$ cat src/rtl/hcodec_pkg.sv
// Shared sizes and helpers for the Hamming codec.
// Assumes a perfect Hamming code: CODE_W = 2**CHK_W - 1.
package hcodec_pkg;
    localparam int unsigned CHK_W  = 3;
    localparam int unsigned CODE_W = (1 << CHK_W) - 1;
    localparam int unsigned DATA_W = CODE_W - CHK_W;

    typedef enum logic {POL_REPAIR = 1'b0, POL_DETECT = 1'b1} policy_e;

    // Positions (1-based) whose index has bit j set form the group of check bit j.
    function automatic logic [CODE_W-1:0] group_mask(int unsigned j);
        logic [CODE_W-1:0] m;
        m = '0;
        for (int unsigned p = 1; p <= CODE_W; p++) begin
            if (((p >> j) & 1) != 0) m = m | (CODE_W'(1) << (p - 1));
        end
        return m;
    endfunction
endpackage

$ cat src/rtl/hcodec_encoder.sv
// Combinational encoder: places data bits at non-power-of-two positions
// and fills each power-of-two position with the parity of its group.
// Assumes position k lives on bit k-1.
module hcodec_encoder
    import hcodec_pkg::*;
(
    input  logic [DATA_W-1:0] data,
    output logic [CODE_W-1:0] code
);
    logic [CODE_W-1:0] placed;
    logic [CHK_W-1:0]  par;

    for (genvar p = 1; p <= CODE_W; p++) begin : g_pos
        if ((p & (p - 1)) == 0) begin : g_chk
            localparam int CI = $clog2(p);
            // check slot: empty while forming parities, filled from par
            assign placed[p-1] = 1'b0;
            assign code[p-1]   = par[CI];
        end else begin : g_dat
            localparam int DI = p - $clog2(p + 1) - 1;
            // data slot: carries the next data bit in order
            assign placed[p-1] = data[DI];
            assign code[p-1]   = data[DI];
        end
    end

    for (genvar j = 0; j < CHK_W; j++) begin : g_par
        localparam logic [CODE_W-1:0] GRP = group_mask(j);
        // parity over the data bits covered by check bit j
        assign par[j] = ^(placed & GRP);
    end
endmodule

$ cat src/rtl/hcodec_syndrome.sv
// Combinational syndrome generator: each bit is the parity of one group
// of received positions, so a single flip at position k yields k.
module hcodec_syndrome
    import hcodec_pkg::*;
(
    input  logic [CODE_W-1:0] code,
    output logic [CHK_W-1:0]  syn
);
    for (genvar j = 0; j < CHK_W; j++) begin : g_syn
        localparam logic [CODE_W-1:0] GRP = group_mask(j);
        // parity of group j including its own check bit
        assign syn[j] = ^(code & GRP);
    end
endmodule

$ cat src/rtl/hcodec_repair.sv
// Combinational policy stage: in repair mode inverts the position named by
// a nonzero syndrome; in detect mode leaves the word alone and flags it.
// Then extracts the data field. Assumes syn comes from hcodec_syndrome.
module hcodec_repair
    import hcodec_pkg::*;
(
    input  logic [CODE_W-1:0] code,
    input  logic [CHK_W-1:0]  syn,
    input  policy_e           policy,
    output logic [DATA_W-1:0] data,
    output logic              corrected,
    output logic              error
);
    logic [CODE_W-1:0] flip;
    logic [CODE_W-1:0] fixed;
    logic              nz;
    logic              fix_en;

    for (genvar p = 1; p <= CODE_W; p++) begin : g_flip
        // one-hot select of the position named by the syndrome
        assign flip[p-1] = (syn == CHK_W'(p));
    end

    assign nz     = |syn;
    assign fix_en = nz && (policy == POL_REPAIR);

    // apply the inversion only when the policy allows repair
    always_comb begin
        fixed     = fix_en ? (code ^ flip) : code;
        corrected = fix_en;
        error     = nz && (policy == POL_DETECT);
    end

    for (genvar p = 1; p <= CODE_W; p++) begin : g_ext
        if ((p & (p - 1)) != 0) begin : g_dat
            localparam int DI = p - $clog2(p + 1) - 1;
            // pull data bit DI from its code position
            assign data[DI] = fixed[p-1];
        end
    end
endmodule

$ cat src/rtl/hcodec_top.sv
// Hamming (7,4) codec with one register stage on both paths.
// Encoder and decoder are independent; policy_i is sampled with each
// decoder word. Synchronous active-low reset clears all outputs.
module hcodec_top
    import hcodec_pkg::*;
(
    input  logic              clk,
    input  logic              rst_n,
    input  logic              enc_valid_i,
    input  logic [DATA_W-1:0] enc_data_i,
    output logic              enc_valid_o,
    output logic [CODE_W-1:0] enc_code_o,
    input  logic              dec_valid_i,
    input  logic [CODE_W-1:0] dec_code_i,
    input  logic              policy_i,
    output logic              dec_valid_o,
    output logic [DATA_W-1:0] dec_data_o,
    output logic [CHK_W-1:0]  dec_syndrome_o,
    output logic              dec_corrected_o,
    output logic              dec_error_o
);
    logic [CODE_W-1:0] enc_code_d;
    logic [CHK_W-1:0]  syn_d;
    logic [DATA_W-1:0] data_d;
    logic              corr_d;
    logic              err_d;

    hcodec_encoder u_enc (.data(enc_data_i), .code(enc_code_d));
    hcodec_syndrome u_syn (.code(dec_code_i), .syn(syn_d));
    hcodec_repair u_rep (
        .code(dec_code_i), .syn(syn_d), .policy(policy_e'(policy_i)),
        .data(data_d), .corrected(corr_d), .error(err_d)
    );

    // encoder output stage: valid every cycle, word only on accept
    always_ff @(posedge clk) begin
        if (!rst_n) begin
            enc_valid_o <= 1'b0;
            enc_code_o  <= '0;
        end else begin
            enc_valid_o <= enc_valid_i;
            if (enc_valid_i) enc_code_o <= enc_code_d;
        end
    end

    // decoder output stage: flags qualified by valid, data held otherwise
    always_ff @(posedge clk) begin
        if (!rst_n) begin
            dec_valid_o     <= 1'b0;
            dec_data_o      <= '0;
            dec_syndrome_o  <= '0;
            dec_corrected_o <= 1'b0;
            dec_error_o     <= 1'b0;
        end else begin
            dec_valid_o     <= dec_valid_i;
            dec_corrected_o <= dec_valid_i && corr_d;
            dec_error_o     <= dec_valid_i && err_d;
            if (dec_valid_i) begin
                dec_data_o     <= data_d;
                dec_syndrome_o <= syn_d;
            end
        end
    end
endmodule

$ cat config.mk
export PLATFORM = sky130hd
export DESIGN_NAME = hcodec_top
export DESIGN_NICKNAME = d
export VERILOG_FILES = /design/src/rtl/hcodec_pkg.sv /design/src/rtl/hcodec_encoder.sv /design/src/rtl/hcodec_syndrome.sv /design/src/rtl/hcodec_repair.sv /design/src/rtl/hcodec_top.sv
export SDC_FILE = /design/constraint.sdc
export NUM_CORES = 1
export LEC_CHECK = 0
export BUFFER_PORTS_ARGS = -buffer_cell sky130_fd_sc_hd__buf_2
export CORE_MARGIN = 2
export CORE_UTILIZATION = 48
export DETAILED_ROUTE_END_ITERATION = 8
export PLACE_DENSITY_LB_ADDON = 0.05
export SETUP_SLACK_MARGIN = 0.1
export SYNTH_ARGS = -nofsm -noshare
export SYNTH_HDL_FRONTEND = slang
export SYNTH_SLANG_ARGS = --single-unit
$ cat constraint.sdc
create_clock -name clk -period 1.6 [get_ports clk]
set_clock_uncertainty 0.1 [all_clocks]
set_input_delay 0 -clock clk [delete_from_list [all_inputs] [get_ports clk]]
set_output_delay 0 -clock clk [all_outputs]
set_load 0.02 [all_outputs]
-- Word-level counts from Yosys, hierarchy flattened
Cells that the tools add are included.
- bitwise logic cells: 2
- multiplexer cells: 1
- reduce and logical (&&, ||, !) cells: 11
- equal/unequal tests: 7
- operator list (operator ; count):
    7-bit XOR reduction ; 6
    3-bit == test, second input constant ; 4
    7-bit two-way mux ; 1
    7-bit bitwise XOR ; 1
    3-bit by 2-bit == test with 1-bit output, second input constant ; 2
    1-bit logical AND ; 4
    3-bit by 1-bit == test with 1-bit output, second input constant ; 1
    3-bit OR reduction ; 1
    1-bit NOT ; 1
- logic and storage cells: 28
- output and inout bits: 18
- flip-flop bits (word level): 18

-- Logic depth before layout (Yosys ltp)
- depth after elaboration: 4
- depth in mapped cells: 4

-- Cells and area by module
Synthesis repeated with hierarchy kept, for this count alone.
- cell total of the unflattened synthesis: 79
- area total of the unflattened synthesis: 934.6 um^2
- modules (own cells, without submodules) (module ; cells each ; area an instance (um^2) ; instances):
    hcodec_top ; 53 ; 651.9 ; 1
    hcodec_encoder ; 7 ; 108.9 ; 1
    hcodec_repair ; 11 ; 96.3 ; 1
    hcodec_syndrome ; 8 ; 77.6 ; 1

-- Least setup slack after synthesis
Ideal clock, no wire load.
- kind: input-to-reg
- start: input port dec_code_i[6]
- end: register dec_data_o[3]
- data arrival time: 0.911 ns
- library setup time: 0.136 ns
- stages: 4
- path slack: 0.453 ns
- path through: xnor2_1 > nand3_1 > a2111oi_0 > a211oi_1
- cells in the longest elaborated chain, start to end: 4
- ends and longest elaborated chain (what ; RTL line ; source):
    from (decl) ; hcodec_top.sv:14 ; input logic [CODE_W-1:0] dec_code_i,
    7-bit XOR reduction ; hcodec_syndrome.sv:12 ; assign syn[j] = ^(code & GRP);
    3-bit == test / 3-bit OR reduction (equally long branches) ; hcodec_repair.sv:21, hcodec_repair.sv:24 ;
    7-bit bitwise XOR / 1-bit logical AND (equally long branches) ; hcodec_repair.sv:29, hcodec_repair.sv:25 ;
    7-bit two-way mux (*) ; hcodec_repair.sv:29 ; fixed = fix_en ? (code ^ flip) : code;
    to (signal assigned) ; hcodec_top.sv:59 ; dec_data_o <= data_d;
    to (decl) ; hcodec_top.sv:17 ; output logic [DATA_W-1:0] dec_data_o,
Mark *: on every way between the ends. The rest lies on a longest branch, timed or not.
A chain may end at the register's enable or synchronous reset.

==> impl_metrics.py <==
metrics = {
    "cts": {
        "clock-root-buffer": "clkbuf_4",
        "cts-buffers-inserted": 3,
        "cts.sinks": 18,
        "ctsHtreeMaxLevel": 1,
        "clk_latency_ns": 0.30,
        "cts_tree": "built",
        "cts_buffer_depth": 2,
        "path_clk_slew_ns": 0.11,
    },
    "grt": {
        "grt_overflow": 0,
        "antenna_found_initial": 0,
        "grt_max_degree": 20,
        "grt_pass1_vias": 825,
        "grt_pass1_wl_um": 3898,
        "grt_usage_pct": 21.38,
    },
    "critical_path": {
        "rrSetupSlack_ns": 0.27,
        "crit_path_start_kind": "input port",
        "cp_max_fo": 8,
        "cp_data_required_time_ns": 1.69,
        "worstPathArrival_ns": 1.57,
        "r2r_end": "enc_code_o[4]$_SDFFE_PN0P_",
        "crit_path_end_kind": "flip-flop",
        "r2r-start": "enc_code_o[4]$_SDFFE_PN0P_",
        "critPathKind": "in -> reg",
        "crit_end": "enc_code_o[4]$_SDFFE_PN0P_",
        "crit_start": "enc_valid_i",
        "rr_worst_depth": 3,
    },
    "drt": {
        "wl_per_cell_um": 12.31,
        "drt_first_pass_iters": 4,
        "ant_nets": 0,
        "vias": 847,
        "drtIter0Drc": 9,
        "drc": 0,
        "viasPerCell": 4.982,
        "routed_wl_um": 2093,
    },
    "synthesis": {
        "syn_inst": 99,
        "synth.distinct_cells": 24,
        "synthTopCellsByCount": "dfxtp_1 (18), xnor2_1 (11), nand2_1 (8), nor2b_1 (8)",
        "synth_top_area_cell": "dfxtp_1",
        "yosysSeqAreaShare_pct": 37.50,
        "syn_area_per_cell_sq_um": 9.706,
        "yosys-top-cells-area": "dfxtp_1 (38%), xnor2_1 (10%), mux2i_1 (7.3%)",
        "synth_area_sq_um": 960.9,
        "synth-async-reset-ratio_pct": 0,
        "synth_seq_cells": 18,
        "synth_edf_count": 0,
        "yosysWarningCount": 0,
        "synth_ff_type": "dfxtp_1",
        "yosysTopAreaCellShare_pct": 37.50,
        "syn_nets": 115,
        "synth_most_common_cell": "dfxtp_1",
    },
    "layout": {
        "fillers": 171,
        "multi_input_area_sq_um": 581.8,
        "areaGrowthSynthToFinish_pct": 35.68,
        "antenna_cells": 0,
        "num-nets-final": 160,
        "drive_gt1_share_pct": 30.77,
        "regArea_sq_um": 360.3,
    },
    "timing": {
        "clock.fmax_ghz": 0.6772,
        "finalHoldViolations": 0,
        "finalSetupTns_ns": 0,
        "rsz0062_at_grt": "false",
        "setup_viol": 0,
        "finalCritPeriodShare_pct": 92.29,
        "slew_violations": 0,
        "worstMarginPinSlew_ns": 0.4386,
        "finalWorstPathRequiredPeriod_ns": 1.477,
        "maxSlewHeadroom_pct": 70.00,
    },
    "placed_design": {
        "dp_hpwl_um": 1417,
        "gp_congestion": 0.7285,
        "port-buffer-count": 33,
    },
    "floorplanning": {
        "core_sq_um": 1922,
        "initial_core_util_pct": 50.00,
        "die_w_um": 48.74,
        "io_pins": 34,
        "fp.dieArea_sq_um": 2376,
        "rows": 16,
        "fp.dieH_um": 48.74,
    },
    "power": {
        "finalPower_uw": 1109,
        "ir_worst_vdd_v": 0.0004420,
        "power_density_nw_per_um2": 850.8,
        "leakage_uw": 0.0005989,
    },
    "flow_run": {
        "timing.max_cap.violations": 0,
    },
    "min_path": {
        "hold_class": "in -> reg",
    },
    "outcome": {
        "status": "complete, no violations",
    },
}
## report_power, final
part / leakage [uW] / internal (uW) / total [uW] / switching, uW
Clock: 0.0000210 / 139 / 287 / 148
Sequential: 0.000149 / 482 / 496 / 14.4
Combinational: 0.000429 / 146 / 326 / 181
## worst min path at each step
stage,from,slack [ns],cells after the start,end
after floorplan,rst_n,0.03,1,enc_code_o[3]$_SDFFE_PN0P_
after global placement,enc_data_i[2],0.20,3,enc_code_o[5]$_SDFFE_PN0P_
after detailed placement,enc_data_i[2],0.21,3,enc_code_o[5]$_SDFFE_PN0P_
after CTS,dec_valid_i,0.02,3,dec_valid_o$_SDFF_PN0_
after global routing,dec_code_i[4],0.05,3,dec_data_o[1]$_SDFFE_PN0P_
final,dec_valid_i,0.02,3,dec_valid_o$_SDFF_PN0_
## sequential cells by signal, summed over array words and instances (netlist names)
name             flops
dec_corrected_o      1
dec_data_o           4
dec_error_o          1
dec_syndrome_o       3
dec_valid_o          1
enc_code_o           7
enc_valid_o          1
## cells in the final DEF, fill, tap and decap left out
| cell | n |
|---|---|
| nor2b_1 | 8 |
| a211o_1 | 4 |
| clkbuf_8 | 1 |
| xor2_1 | 4 |
| o211a_1 | 3 |
| and2b_1 | 2 |
| clkbuf_4 | 3 |
| and2_1 | 1 |
| mux2i_2 | 1 |
| xnor2_1 | 11 |
| o21ai_0 | 4 |
| inv_1 | 1 |
| nand2_1 | 8 |
| nor3_1 | 1 |
| and2b_2 | 1 |
| dlygate4sd3_1 | 12 |
| a2111oi_1 | 1 |
| dfxtp_1 | 18 |
| or3_2 | 1 |
| a2111oi_0 | 3 |
| buf_2 | 32 |
| nand3_1 | 7 |
| xnor2_2 | 3 |
| nor3b_1 | 1 |
| mux2i_1 | 6 |
| buf_4 | 1 |
| a21boi_2 | 1 |
| a211oi_1 | 4 |
## area by class of cell
cell class                      count  area share, %
Clock buffer                        4          2.783
Multi-Input combinational cell     75          44.63
Inverter                            1         0.2879
Tap cell                           27          2.591
Timing Repair Buffer               45          22.07
Sequential cell                    18          27.64
## layer usage
metal  up-vias  routed length (um)  track usage [%]
met5         -                   0                0
met4         0                  29            7.143
met3         4                  94            4.630
met2        24                1002            34.93
met1       380                 966            27.98
li1        439                   -                -
## metrics by stage
step	setup slack (ns)	hold slack [ns]	cells	instance area, sq um	util, %
global placement	0.1855	0.1960	154	1141	59.38
floorplan	0.4526	0.02817	99	960.9	-
detailed placement	0.09940	0.2080	154	1141	59.38
CTS	0.1302	0.02000	170	1297	67.51
finish	0.1234	0.01774	170	1304	67.84
global route	0.08749	0.04540	170	1304	67.84
## kinds of logic after synthesis
logic type | synth area share (%)
compound gates | 16.93
buf+inv | 2.343
simple gates | 17.19
flops | 37.50
xor+xnor | 18.75
mux | 7.292
## critical path, stage by stage
cell and delay [ns]:
dlygate4sd3_1 0.53, buf_4 0.18, mux2i_2 0.23, nor2b_1 0.07, dlygate4sd3_1 0.55
## what timing repair did
action | in CTS | in global routing
hold buffers | 12 | 0
endpoints found under the hold margin | 17 | 0
resized for setup | 0 | 3
setup buffers | 0 | 0
setup endpoints to repair | 0 | 4
Note: power is estimated with default switching activity, not from simulation.
